File: src/rtl/sad_pkg.sv
package sad_pkg;
   localparam int unsigned NREG      = 7;
   localparam int unsigned RG_FLASH  = 0;
   localparam int unsigned RG_SYSMEM = 1;
   localparam int unsigned RG_OPTION = 2;
   localparam int unsigned RG_SRAM   = 3;
   localparam int unsigned RG_PER0   = 4;
   localparam int unsigned RG_PER1   = 5;
   localparam int unsigned RG_PER2   = 6;

   typedef enum logic [1:0] {
      BOOT_FLASH  = 2'd0,
      BOOT_SYSMEM = 2'd1,
      BOOT_SRAM   = 2'd2
   } boot_mode_t;

   // pins[0]==0 -> flash; pins==01 -> boot memory; pins==11 -> SRAM
   function automatic boot_mode_t pins_to_mode(input logic [1:0] pins);
      if (!pins[0])     return BOOT_FLASH;
      else if (!pins[1]) return BOOT_SYSMEM;
      else              return BOOT_SRAM;
   endfunction
endpackage

File: src/rtl/sad_boot_latch.sv
module sad_boot_latch
   import sad_pkg::*;
#(
   parameter int unsigned PIN_W = 2
) (
   input  logic             clk,
   input  logic             rst_n,
   input  logic [PIN_W-1:0] pins,
   output boot_mode_t       mode
);
   generate
      if (PIN_W != 2) begin : g_bad_w
         $error("sad_boot_latch: PIN_W must be 2");
      end
   endgenerate

   // Sampled on every edge while reset is held; frozen once it is released.
   always_ff @(posedge clk) begin
      if (!rst_n) mode <= pins_to_mode(pins[1:0]);
   end
endmodule

File: src/rtl/sad_window_match.sv
module sad_window_match #(
   parameter int unsigned   AW   = 32,
   parameter logic [AW-1:0] BASE = '0,
   parameter logic [AW-1:0] SIZE = 1
) (
   input  logic [AW-1:0] addr,
   output logic          hit,
   output logic [AW-1:0] off
);
   localparam int unsigned   BLK_W   = 3;
   localparam logic [AW-1:0] LAST    = BASE + SIZE - 1'b1;
   localparam logic [BLK_W-1:0] BLK  = BASE[AW-1 -: BLK_W];

   generate
      if (SIZE == '0) begin : g_bad_size
         $error("sad_window_match: SIZE must be nonzero");
      end
      if (LAST[AW-1 -: BLK_W] != BLK) begin : g_bad_span
         $error("sad_window_match: window crosses a 512 MB block");
      end
   endgenerate

   logic          blk_ok;
   logic [AW-1:0] diff;

   always_comb begin
      blk_ok = (addr[AW-1 -: BLK_W] == BLK);
      diff   = addr - BASE;
      hit    = blk_ok && (addr >= BASE) && (diff < SIZE);
      off    = hit ? diff : '0;
   end
endmodule

File: src/rtl/sad_alias_resolve.sv
module sad_alias_resolve
   import sad_pkg::*;
#(
   parameter int unsigned   AW          = 32,
   parameter logic [AW-1:0] ALIAS_SIZE  = 32'h0008_0000,
   parameter logic [AW-1:0] FLASH_SIZE  = 32'h0008_0000,
   parameter logic [AW-1:0] SYSMEM_SIZE = 32'h0000_0800,
   parameter logic [AW-1:0] SRAM_SIZE   = 32'h0001_0000
) (
   input  logic [AW-1:0]   addr,
   input  boot_mode_t      mode,
   output logic            in_win,
   output logic            fits,
   output logic [NREG-1:0] tgt_sel
);
   generate
      if (ALIAS_SIZE == '0) begin : g_bad_alias
         $error("sad_alias_resolve: ALIAS_SIZE must be nonzero");
      end
   endgenerate

   logic [AW-1:0] tgt_size;

   always_comb begin
      tgt_sel = '0;
      unique case (mode)
         BOOT_SYSMEM: begin tgt_size = SYSMEM_SIZE; tgt_sel[RG_SYSMEM] = 1'b1; end
         BOOT_SRAM:   begin tgt_size = SRAM_SIZE;   tgt_sel[RG_SRAM]   = 1'b1; end
         default:     begin tgt_size = FLASH_SIZE;  tgt_sel[RG_FLASH]  = 1'b1; end
      endcase
      in_win = (addr < ALIAS_SIZE);
      fits   = in_win && (addr < tgt_size);
   end
endmodule

File: src/rtl/sys_addr_decode.sv
module sys_addr_decode
   import sad_pkg::*;
#(
   parameter int unsigned   AW          = 32,
   parameter int unsigned   PIN_W       = 2,
   parameter logic [AW-1:0] ALIAS_SIZE  = 32'h0008_0000,
   parameter logic [AW-1:0] FLASH_BASE  = 32'h0800_0000,
   parameter logic [AW-1:0] FLASH_SIZE  = 32'h0008_0000,
   parameter logic [AW-1:0] SYSMEM_BASE = 32'h1FFF_F000,
   parameter logic [AW-1:0] SYSMEM_SIZE = 32'h0000_0800,
   parameter logic [AW-1:0] OPTION_BASE = 32'h1FFF_F800,
   parameter logic [AW-1:0] OPTION_SIZE = 32'h0000_0010,
   parameter logic [AW-1:0] SRAM_BASE   = 32'h2000_0000,
   parameter logic [AW-1:0] SRAM_SIZE   = 32'h0001_0000,
   parameter logic [AW-1:0] PER0_BASE   = 32'h4000_0000,
   parameter logic [AW-1:0] PER0_SIZE   = 32'h0000_7800,
   parameter logic [AW-1:0] PER1_BASE   = 32'h4001_0000,
   parameter logic [AW-1:0] PER1_SIZE   = 32'h0000_4000,
   parameter logic [AW-1:0] PER2_BASE   = 32'h4001_8000,
   parameter logic [AW-1:0] PER2_SIZE   = 32'h0000_B400
) (
   input  logic            clk,
   input  logic            rst_n,
   input  logic            valid,
   input  logic [AW-1:0]   addr,
   input  logic [PIN_W-1:0] boot_sel,
   output logic [NREG-1:0] region_sel,
   output logic [AW-1:0]   local_off,
   output logic            decode_err
);
   localparam logic [NREG-1:0][AW-1:0] RG_BASE =
      {PER2_BASE, PER1_BASE, PER0_BASE, SRAM_BASE, OPTION_BASE, SYSMEM_BASE, FLASH_BASE};
   localparam logic [NREG-1:0][AW-1:0] RG_SIZE =
      {PER2_SIZE, PER1_SIZE, PER0_SIZE, SRAM_SIZE, OPTION_SIZE, SYSMEM_SIZE, FLASH_SIZE};

   generate
      if (AW != 32) begin : g_bad_aw
         $error("sys_addr_decode: AW must be 32");
      end
      if (ALIAS_SIZE > FLASH_BASE) begin : g_bad_alias
         $error("sys_addr_decode: alias window overlaps flash");
      end
   endgenerate

   boot_mode_t boot_mode;

   sad_boot_latch #(.PIN_W(PIN_W)) u_boot (
      .clk   (clk),
      .rst_n (rst_n),
      .pins  (boot_sel),
      .mode  (boot_mode)
   );

   logic [NREG-1:0]          win_hit;
   logic [NREG-1:0][AW-1:0]  win_off;

   generate
      for (genvar gi = 0; gi < NREG; gi++) begin : g_win
         sad_window_match #(
            .AW   (AW),
            .BASE (RG_BASE[gi]),
            .SIZE (RG_SIZE[gi])
         ) u_match (
            .addr (addr),
            .hit  (win_hit[gi]),
            .off  (win_off[gi])
         );
      end
   endgenerate

   logic            al_in, al_fits;
   logic [NREG-1:0] al_sel;

   sad_alias_resolve #(
      .AW          (AW),
      .ALIAS_SIZE  (ALIAS_SIZE),
      .FLASH_SIZE  (FLASH_SIZE),
      .SYSMEM_SIZE (SYSMEM_SIZE),
      .SRAM_SIZE   (SRAM_SIZE)
   ) u_alias (
      .addr    (addr),
      .mode    (boot_mode),
      .in_win  (al_in),
      .fits    (al_fits),
      .tgt_sel (al_sel)
   );

   logic [NREG-1:0] nxt_sel;
   logic [AW-1:0]   nxt_off;
   logic            nxt_err;
   logic [AW-1:0]   mux_off;

   always_comb begin
      mux_off = '0;
      for (int i = 0; i < NREG; i++) begin
         mux_off = mux_off | win_off[i];
      end
      nxt_sel = '0;
      nxt_off = '0;
      nxt_err = 1'b0;
      if (valid) begin
         if (al_in) begin
            if (al_fits) begin
               nxt_sel = al_sel;
               nxt_off = addr;
            end else begin
               nxt_err = 1'b1;
            end
         end else if (win_hit != '0) begin
            nxt_sel = win_hit;
            nxt_off = mux_off;
         end else begin
            nxt_err = 1'b1;
         end
      end
   end

   always_ff @(posedge clk or negedge rst_n) begin
      if (!rst_n) begin
         region_sel <= '0;
         local_off  <= '0;
         decode_err <= 1'b0;
      end else begin
         region_sel <= nxt_sel;
         local_off  <= nxt_off;
         decode_err <= nxt_err;
      end
   end
endmodule

File: config.mk
export PLATFORM = sky130hd
export DESIGN_NAME = sys_addr_decode
export DESIGN_NICKNAME = d
export VERILOG_FILES = /design/src/rtl/sad_pkg.sv /design/src/rtl/sad_boot_latch.sv /design/src/rtl/sad_window_match.sv /design/src/rtl/sad_alias_resolve.sv /design/src/rtl/sys_addr_decode.sv
export SDC_FILE = /design/constraint.sdc
export NUM_CORES = 1
export LEC_CHECK = 0
export CAP_MARGIN = 5
export CORE_UTILIZATION = 30
export CTS_CLUSTER_DIAMETER = 120
export DETAILED_ROUTE_END_ITERATION = 12
export HOLD_SLACK_MARGIN = 0.03
export PLACE_DENSITY = 0.49
export SLEW_MARGIN = 10
export SYNTH_ARGS = -nofsm -noshare
export SYNTH_HDL_FRONTEND = slang
export SYNTH_SLANG_ARGS = --single-unit
File: constraint.sdc
create_clock -name clk -period 2.5 [get_ports clk]
set_clock_uncertainty 0.05 [all_clocks]
set_input_delay 0.5 -clock clk [delete_from_list [all_inputs] [get_ports clk]]
set_output_delay 0.5 -clock clk [all_outputs]
set_load 0.02 [all_outputs]
## After elaboration in Yosys (flattened, before gate mapping)

Cells that the tools add are included.

| word-level totals | value |
|---|---|
| register bits | 42 |
| bits in latches | 0 |
| RAM bits | 0 |
| bits in read-only memories | 0 |
| bits of input ports | 37 |
| output and inout port bits | 40 |
| logic and storage cells | 79 |
| memories | 0 |

| cells by class | value |
|---|---|
| add/subtract/negate cells | 7 |
| multiply operators | 0 |
| div/mod/pow operators | 0 |
| order comparisons | 16 |
| equal/unequal tests | 4 |
| shifts and indexed selects | 0 |
| multiplexer cells | 24 |
| bitwise logic cells | 6 |
| reductions and logical operators | 18 |

Operators with widths:

| cell | number |
|---|---|
| 32-bit two-way mux | 11 |
| 32-bit bitwise OR | 6 |
| 32-bit by 31-bit >= comparator with 1-bit output (second input constant) | 3 |
| 32-bit by 31-bit subtractor with 32-bit output (second input constant) | 3 |
| 32-bit by 29-bit >= comparator with 1-bit output (second input constant) | 2 |
| 32-bit by 15-bit less-than comparator with 1-bit output (second input constant) | 2 |
| 32-bit by 20-bit less-than comparator with 1-bit output (second input constant) | 2 |
| 32-bit by 29-bit subtractor with 32-bit output (second input constant) | 2 |
| 20-bit case mux with 2 select lines | 1 |
| 32-bit by 28-bit >= comparator with 1-bit output (second input constant) | 1 |
| 32-bit by 30-bit >= comparator with 1-bit output (second input constant) | 1 |
| 32-bit by 12-bit less-than comparator with 1-bit output (second input constant) | 1 |
| 32-bit by 16-bit less-than comparator with 1-bit output (second input constant) | 1 |
| 32-bit by 17-bit less-than comparator with 1-bit output (second input constant) | 1 |
| 32-bit by 20-bit less-than comparator with 1-bit output | 1 |
| 32-bit by 5-bit less-than comparator with 1-bit output (second input constant) | 1 |
| 32-bit by 28-bit subtractor with 32-bit output (second input constant) | 1 |
| 32-bit by 30-bit subtractor with 32-bit output (second input constant) | 1 |
| 7-bit two-way mux | 3 |
| 1-bit logical AND | 15 |
| 1-bit two-way mux | 7 |
| 7-bit nonzero test | 1 |
| 4-bit two-way mux | 1 |
| 3-bit by 1-bit equality test with 1-bit output (second input constant) | 1 |
| 6 further kinds | 6 |

## Depth between registers and ports, before layout

Gate-level depths: netlist of run 1.

| logic depth | value |
|---|---|
| depth in word-level cells | 13 |
| depth in mapped cells | 13 |
| gate-level depth less buffers | 11 |

## Hierarchy

From an unflattened synthesis of run 1, not the netlist that was laid out.

| unflattened totals | value |
|---|---|
| cells, all modules | 700 |
| area, all modules | 5898.2 um^2 |

By module, submodules not included:

| module | instances | cells each | area each (um^2) | seq. area each (um^2) |
|---|---|---|---|---|
| sys_addr_decode | 1 | 208 | 1999.4 | 1001.0 |
| sad_window_match at g_win[6].u_match | 1 | 92 | 730.7 | 0.0 |
| sad_window_match at g_win[5].u_match | 1 | 97 | 724.4 | 0.0 |
| sad_window_match at g_win[0].u_match | 1 | 70 | 654.4 | 0.0 |
| sad_window_match at g_win[4].u_match | 1 | 61 | 488.0 | 0.0 |
| sad_window_match at g_win[3].u_match | 1 | 47 | 355.3 | 0.0 |
| sad_window_match at g_win[2].u_match | 1 | 49 | 352.8 | 0.0 |
| sad_window_match at g_win[1].u_match | 1 | 46 | 334.1 | 0.0 |
| sad_alias_resolve | 1 | 25 | 178.9 | 0.0 |
| sad_boot_latch | 1 | 5 | 80.1 | 60.1 |

## Worst setup path before layout of run 1

Ideal clock, no wire load.

| path | value |
|---|---|
| path kind | input -> register |
| start | in addr[30] |
| end | reg local_off[10] |
| library setup time | 0.119 ns |
| data arrival time | 2.765 ns |
| required time | 2.331 ns |
| slack | -0.434 ns |
| cell stages on the path | 13 |
| path buffers | 2 |
| cells stage by stage | clkbuf_1 -> inv_1 -> ha_1 -> ha_1 -> and4b_1 -> nand4_1 -> o21ai_0 -> a32oi_1 -> o21ai_1 -> a2111oi_2 -> o21ai_2 -> buf_4 -> and2_1 |

| between the ends | value |
|---|---|
| cells in the longest elaborated chain, start to end | 13 |
| elaborated cells on any way between the ends | 59 |
| those cells by class | add/sub (7); order compare (16); eq/ne (2); mux (11); bitwise (6); reduce/logical (17) |

RTL lines:

| what | RTL line | text |
|---|---|---|
| start, declared | sys_addr_decode.sv:25 | `input logic [AW-1:0] addr,` |
| 32-bit by 28-bit subtractor with 32-bit output (tied with other cells) | sad_window_match.sv:28 | `diff = addr - BASE;` |
| 32-bit by 20-bit less-than comparator with 1-bit output (tied with other cells) | sad_window_match.sv:29 | `hit = blk_ok && (addr >= BASE) && (diff < SIZE);` |
| 1-bit logical AND | sad_window_match.sv:29 |  |
| 32-bit two-way mux | sad_window_match.sv:30 | `off = hit ? diff : '0;` |
| 32-bit bitwise OR (6 in series) | sys_addr_decode.sv:96 | `mux_off = mux_off \| win_off[i];` |
| 32-bit two-way mux | sys_addr_decode.sv:109 | `end else if (win_hit != '0) begin` |
| 32-bit two-way mux (*) | sys_addr_decode.sv:102 | `if (al_in) begin` |
| 32-bit two-way mux (*) | sys_addr_decode.sv:101 | `if (valid) begin` |
| via nxt_off[10] | sys_addr_decode.sv:89 | `logic [AW-1:0] nxt_off;` |
| end signal, assigned | sys_addr_decode.sv:125 | `local_off <= nxt_off;` |
| end, declared | sys_addr_decode.sv:28 | `output logic [AW-1:0] local_off,` |

Mark *: on every way through the listed nets, which the timed path passes. The rest lies on a longest branch.
A chain may end at the register's enable or synchronous reset.

## Worst setup path after layout of run 1

| path | value |
|---|---|
| start | in addr[17] |
| end | reg local_off[0] |

| between the ends | value |
|---|---|
| cells in the longest elaborated chain, start to end | 13 |
| elaborated cells on any way between the ends | 56 |
| those cells by class | add/sub (7); order compare (16); mux (11); bitwise (6); reduce/logical (16) |

RTL lines:

| what | RTL line |
|---|---|
| 32-bit by 28-bit subtractor with 32-bit output (tied with other cells) | sad_window_match.sv:28 |
| 32-bit by 20-bit less-than comparator with 1-bit output (tied with other cells) | sad_window_match.sv:29 |
| 1-bit logical AND | sad_window_match.sv:29 |
| 32-bit two-way mux | sad_window_match.sv:30 |
| 32-bit bitwise OR (6 in series) | sys_addr_decode.sv:96 |
| 32-bit two-way mux | sys_addr_decode.sv:109 |
| 32-bit two-way mux (*) | sys_addr_decode.sv:102 |
| 32-bit two-way mux (*) | sys_addr_decode.sv:101 |
| via nxt_off[0] | sys_addr_decode.sv:89 |

Marked as above.

==> results.md, run 1 <==
- Total clock buffers created by CTS: 5
- Area growth syn-to-layout: 96.8%
- Register area: 0.00106 mm^2
- Dominant cells by area after synthesis: dfrtp_1, ha_1, nand4_1, and2_1, nand3_1
- Fin crit period: 2.67 ns
- Total GRT Usage: 24.1%
- Post-synth top cells: dfrtp_1, ha_1, inv_1
- Endpoints failing hold: 0
- # diodes: 0
- Filler cell count: 932
- Placed insts: 719
- Post-synth ARST share: 95.2%
- Initial Util: 31.1%
- Initial antenna violation count: 0
- CTS Sinks: 42
- RSZ-0062 raised after global routing: true
- R2R Path Start: u_boot.mode[1]
- Peak VDD IR: 0.000292 V
- Top FF cell, synth: dfrtp_1
- Most common cell in the synthesized netlist: dfrtp_1
- Worst EP arrival: 2.85 ns
- P_leak: 2.90 nW
- Status: complete, but fails checks
- Startpoint Class: input pin
- Post-synth EDFFs: 2
- Setup crit end kind: flip-flop
- Placer Congestion: 0.907
- Routed len/inst: 18.7 um
- Synth top area share: 29.3%
- DIE HEIGHT: 109 um
- Worst r2r path cells: 10
- GRT overflow: 0
- DPL Wire Length: 10.6 mm
- Nets: 695
- Post-route insts no fill: 771
- FF+latch count, synth: 42
- Area leader, netlist: dfrtp_1
- # setup viols final: 17
- H-tree Lvls: 2
- Largest net degree at the start of global routing: 41
- DRT Pass-1 Iters: 7
- Buffers on Ports: 76
- CP Max Fanout: 6
- PwrDens: 302 mW/mm^2
- Core area: 0.0110 mm^2
- Critical path class: input pin to flip-flop
- CTS max path bufs: 2
- Seq/Total Area, Yosys: 31.1%
- Worst min-delay path category: input pin to asynchronous set/reset pin
- Share of layout cells above drive strength 1: 50.1%
- Post-Route WL: 14.4 mm
- DR vias: 4,087
- PnR worst setup slack: -0.169 ns
- Fin Setup TNS: -1.82 ns
- Post-DRT Antenna Nets: 0
- Worst skew pair latency: 0.28 ns
- Failing checks: negative setup slack
- Post-DP Area: 0.00534 mm^2
- YS warnings: 0
- Max Freq: 375 MHz
- Cell Area, Synth: 0.00341 mm^2
- Unique cell type count in the Yosys netlist: 65
- CTS Root Cell: clkbuf_16
- First-pass GRT wire length: 21.5 mm
- Multi-input gate area: 0.00297 mm^2
- Final period utilization: 107%
- Mapped Avg Cell Area: 8.73 um^2
- Worst-path clk slew: 0.06 ns
- Mapped Cells: 391
- Routed vias/inst: 5.30
- DIE WIDTH: 109 um
- CP required: 2.68 ns
- Max Cap Viol: 0
- Reg-to-reg slack, setup: 0.08 ns
- DIE AREA: 0.0118 mm^2
- R2r endpoint: local_off[0]
- Cell Rows: 38
- Vias in the first global route: 4,087
- Fin area: 0.00672 mm^2
- Final core occ: 61.2%
- # DRC: 0
- Final Power: 0.00203 W
- # IOs: 77
- DR iter-0 viols: 141
- Final Max Tran Viols: 0
- TritonCTS clock tree: done
- CTS Hold Bufs: 0
-- state kept, by name (all words and copies together) (netlist names) --
| signal | cells |
|---|---|
| region_sel | 7 |
| u_boot.mode | 2 |
| decode_err | 1 |
| local_off | 32 |
-- through the flow --
| step | hold slack, ns | worst slack (ns) |
|---|---|---|
| finish | 0.257 | -0.169 |
| global route | 0.305 | -0.251 |
| CTS | 0.276 | -0.223 |
| detailed placement | 0.581 | -1.23 |
| global placement | 0.581 | -1.28 |
| floorplan | 0.154 | -0.109 |
-- how the worst max path moves through the flow --
stage / from / cells after the start / end / slack, ns
2_1_floorplan: addr[16] / 12 / local_off[10] / -0.11
3_3_place_gp: addr[16] / 12 / local_off[0] / -1.28
3_5_place_dp: addr[16] / 12 / local_off[0] / -1.23
4_1_cts: addr[16] / 13 / local_off[7] / -0.22
5_1_grt: addr[16] / 12 / local_off[0] / -0.25
6_report: addr[17] / 15 / local_off[0] / -0.17
-- final cells by class --
cell class / count / area share, %
clock buffers: 5 / 1.86
clock inverters: 3 / 0.372
multi-input cells: 310 / 44.2
inverters: 24 / 1.56
flip-flops and latches: 42 / 15.8
well taps: 140 / 2.61
repair buffers: 247 / 33.6
-- power breakdown --
| part | switching (W) | internal (W) |
|---|---|---|
| Combinational | 0.000349 | 0.000340 |
| Clock | 0.000268 | 0.000375 |
| Sequential | 0.00000384 | 0.000697 |
| Total | 0.000620 | 0.00141 |
-- critical path: stages --
cell	delay [ns]
buf_8	0.10
buf_8	0.13
buf_12	0.14
buf_12	0.12
nand3_4	0.11
buf_6	0.12
nor3_1	0.05
a211oi_2	0.12
or4b_4	0.49
a2111oi_4	0.19
buf_4	0.19
a2111oi_4	0.05
o21ai_2	0.24
buf_6	0.15
and2_4	0.13
-- layer usage --
layer	part of all wire [%]	track usage (%)	vias up
li1	-	-	1908
met1	42	30.3	2003
met2	50	40.8	147
met3	5.3	4.54	29
met4	2.6	8.98	0
met5	0	0	-
-- placed cells by master (no fill, tap or decap), drive strengths merged, types with 6 or more instances in the layout --
master / Yosys / final
and3: 8 / 8
xor2: 8 / 8
conb: 1 / 11
nor4: 15 / 15
dfrtp: 40 / 40
nand4: 22 / 22
a211oi: 6 / 6
nor2b: 7 / 7
ha: 28 / 28
inv: 24 / 25
nor2: 20 / 20
nor3: 15 / 15
nand3: 21 / 21
clkdlybuf4s50: 0 / 49
a21oi: 12 / 12
clkbuf: 10 / 6
nor3b: 6 / 6
or3: 6 / 6
nand2: 22 / 22
and2: 20 / 20
o21ai: 16 / 16
xnor2: 10 / 10
buf: 15 / 191
-- what timing repair did --
action                                  in CTS  in global routing
endpoints found under the setup margin      29                 28
gates resized for setup                    169                123
cloned                                       2                  0
setup buffers                               34                 16
pin swaps                                   31                 54
-- cell families after synthesis --
group                    synth area share [%]
AND/OR/NAND/NOR                          32.0
AO/OA/AOI/OAI                            14.5
buffers and inverters                    6.23
flip-flops                               31.1
adder cells (fa/ha/maj)                  10.3
XOR/XNOR                                 4.62
multiplexers                             1.21
other                                   0.110
Power figures use the tool's default switching activity.
==> run 2: changes to the inputs <==
--- a/config.mk
+++ b/config.mk
@@ -5,7 +5,7 @@
 export SDC_FILE = /design/constraint.sdc
 export NUM_CORES = 1
 export LEC_CHECK = 0
-export CAP_MARGIN = 5
+export CORE_MARGIN = 3
 export CORE_UTILIZATION = 30
 export CTS_CLUSTER_DIAMETER = 120
 export DETAILED_ROUTE_END_ITERATION = 12
==> results.md, run 2 (same netlist as run 1, synthesis figures left out) <==
- R2r endpoint: local_off[17]
- Max Freq: 371 MHz
- Reg-to-reg slack, setup: 0.12 ns
- R2R Path Start: u_boot.mode[1]
- CTS Hold Bufs: 0
- Final Power: 0.00196 W
- CP required: 2.68 ns
- DIE AREA: 0.0127 mm^2
- Initial antenna violation count: 0
- Final Max Tran Viols: 0
- Max FFs per register: 32
- Biggest regs: local_off: 32 flops, region_sel: 7 flops, u_boot.mode: 2 flops
- Vias in the first global route: 4,017
- Place WS: -1.09 ns
- # diodes: 0
- Routed len/inst: 17.9 um
- Largest net degree at the start of global routing: 23
- Final period utilization: 108%
- Worst-path clk slew: 0.06 ns
- Fin crit period: 2.70 ns
- Area growth syn-to-layout: 90.6%
- Routed vias/inst: 5.18
- Critical path class: input pin to flip-flop
- Final core occ: 59.2%
- TritonCTS clock tree: done
- CTS max path bufs: 2
- CP Max Fanout: 6
- Worst r2r path cells: 11
- Seq pwr share: 35.8%
- Cell Rows: 38
- Post-DRT Antenna Nets: 0
- Peak VDD IR: 0.000240 V
- CTS Sinks: 42
- Logic pwr share: 31.7%
- H-tree Lvls: 2
- Total clock buffers created by CTS: 5
- Endpoints failing hold: 0
- Total GRT Usage: 21.3%
- DIE HEIGHT: 113 um
- DR iter-0 viols: 196
- # setup viols final: 23
- PwrDens: 301 mW/mm^2
- P_leak: 2.85 nW
- Core area: 0.0110 mm^2
- RSZ-0062 raised after global routing: true
- Post-Route WL: 14.0 mm
- Max Cap Viol: 0
- DR vias: 4,058
- Commonest non-fill, non-tap cells in the layout: buf_4, clkdlybuf4s50_1, dfrtp_1
- Top reg by flops: local_off
- # IOs: 77
- Placer Congestion: 0.904
- Setup crit end kind: flip-flop
- GRT overflow: 0
- PnR worst setup slack: -0.196 ns
- Status: complete, but fails checks
- DPL Wire Length: 10.8 mm
- Nets: 708
- Final hold slack: 0.0996 ns
- DRT Pass-1 Iters: 5
- Net switching power: 0.000589 W
- Startpoint Class: input pin
- Worst min-delay path category: input pin to asynchronous set/reset pin
- Clock power frac: 32.5%
- Worst EP arrival: 2.88 ns
- CTS Root Cell: clkbuf_16
- Post-route insts no fill: 784
- P_int: 0.00137 W
- Sw Ratio: 30.1%
- Most common cell after layout, fill and taps aside: buf_4
- Buffers on Ports: 76
- Placed insts: 727
- Share of layout cells above drive strength 1: 49.7%
- Failing checks: negative setup slack
- # DRC: 0
- First-pass GRT wire length: 21.2 mm
- Worst skew pair latency: 0.29 ns
- Initial Util: 31.1%
- DIE WIDTH: 113 um
==> run 2: power groups by stage <==
stage / clock [W] / sequential (W) / combinational [W]
2_1_floorplan: 0 / 0.000727 / 0.000210
4_1_cts: 0.000647 / 0.000701 / 0.000563
3_3_place_gp: 0 / 0.000714 / 0.000508
3_5_place_dp: 0 / 0.000714 / 0.000508
5_1_grt: 0.000684 / 0.000702 / 0.000664
6_report: 0.000637 / 0.000701 / 0.000621
==> run 2: metal layers <==
layer	wire, um	GRT usage [%]	part of all wire (%)	vias up
li1	-	-	-	1938
met1	6190	28.9	44	1935
met2	6600	35.0	47	160
met3	847	3.23	6.0	25
met4	376	6.09	2.7	0
met5	0	0	0	-
==> run 2: timing repair <==
item,4_1_cts,5_1_grt
setup buffers,29,23
pin swaps,36,47
resized for setup,142,100
gates cloned,1,0
setup endpoints to repair,29,26
==> run 2: worst max-delay path, stage by stage <==
cell and delay, ns:
buf_8 0.09, ha_4 0.13, nand4_1 0.14, or4_4 0.55
buf_6 0.14, nor4b_4 0.26, nor3_2 0.07, nor4_1 0.25
buf_4 0.18, a2111oi_4 0.07, o21ai_2 0.23, buf_6 0.15
and2_4 0.12
==> run 2: how the worst max path moves through the flow <==
| stage | startpoint | to | slack (ns) | cells after the start |
|---|---|---|---|---|
| 2_1_floorplan | addr[16] | local_off[10] | -0.11 | 12 |
| 3_3_place_gp | addr[16] | local_off[12] | -1.10 | 14 |
| 3_5_place_dp | addr[16] | local_off[12] | -1.09 | 14 |
| 4_1_cts | addr[19] | local_off[2] | -0.24 | 13 |
| 5_1_grt | addr[16] | local_off[6] | -0.32 | 13 |
| 6_report | addr[16] | local_off[3] | -0.20 | 13 |
==> run 2: layout make-up <==
cell class,instances,area (um^2)
clock buffer,5,125
clock inverter,3,20.0
fill,1026,4480
inverter,24,97.6
multi-input combinational,310,2810
sequential,42,1060
tap,140,175
timing repair buffer,260,2220
==> run 2: metrics by stage <==
stage	instance area [um^2]	setup TNS, ns
6_report	6500	-3.15
5_1_grt	6500	-5.56
4_1_cts	6010	-3.48
3_5_place_dp	5380	-26.53
3_3_place_gp	5380	-26.92
2_1_floorplan	3590	-1.10
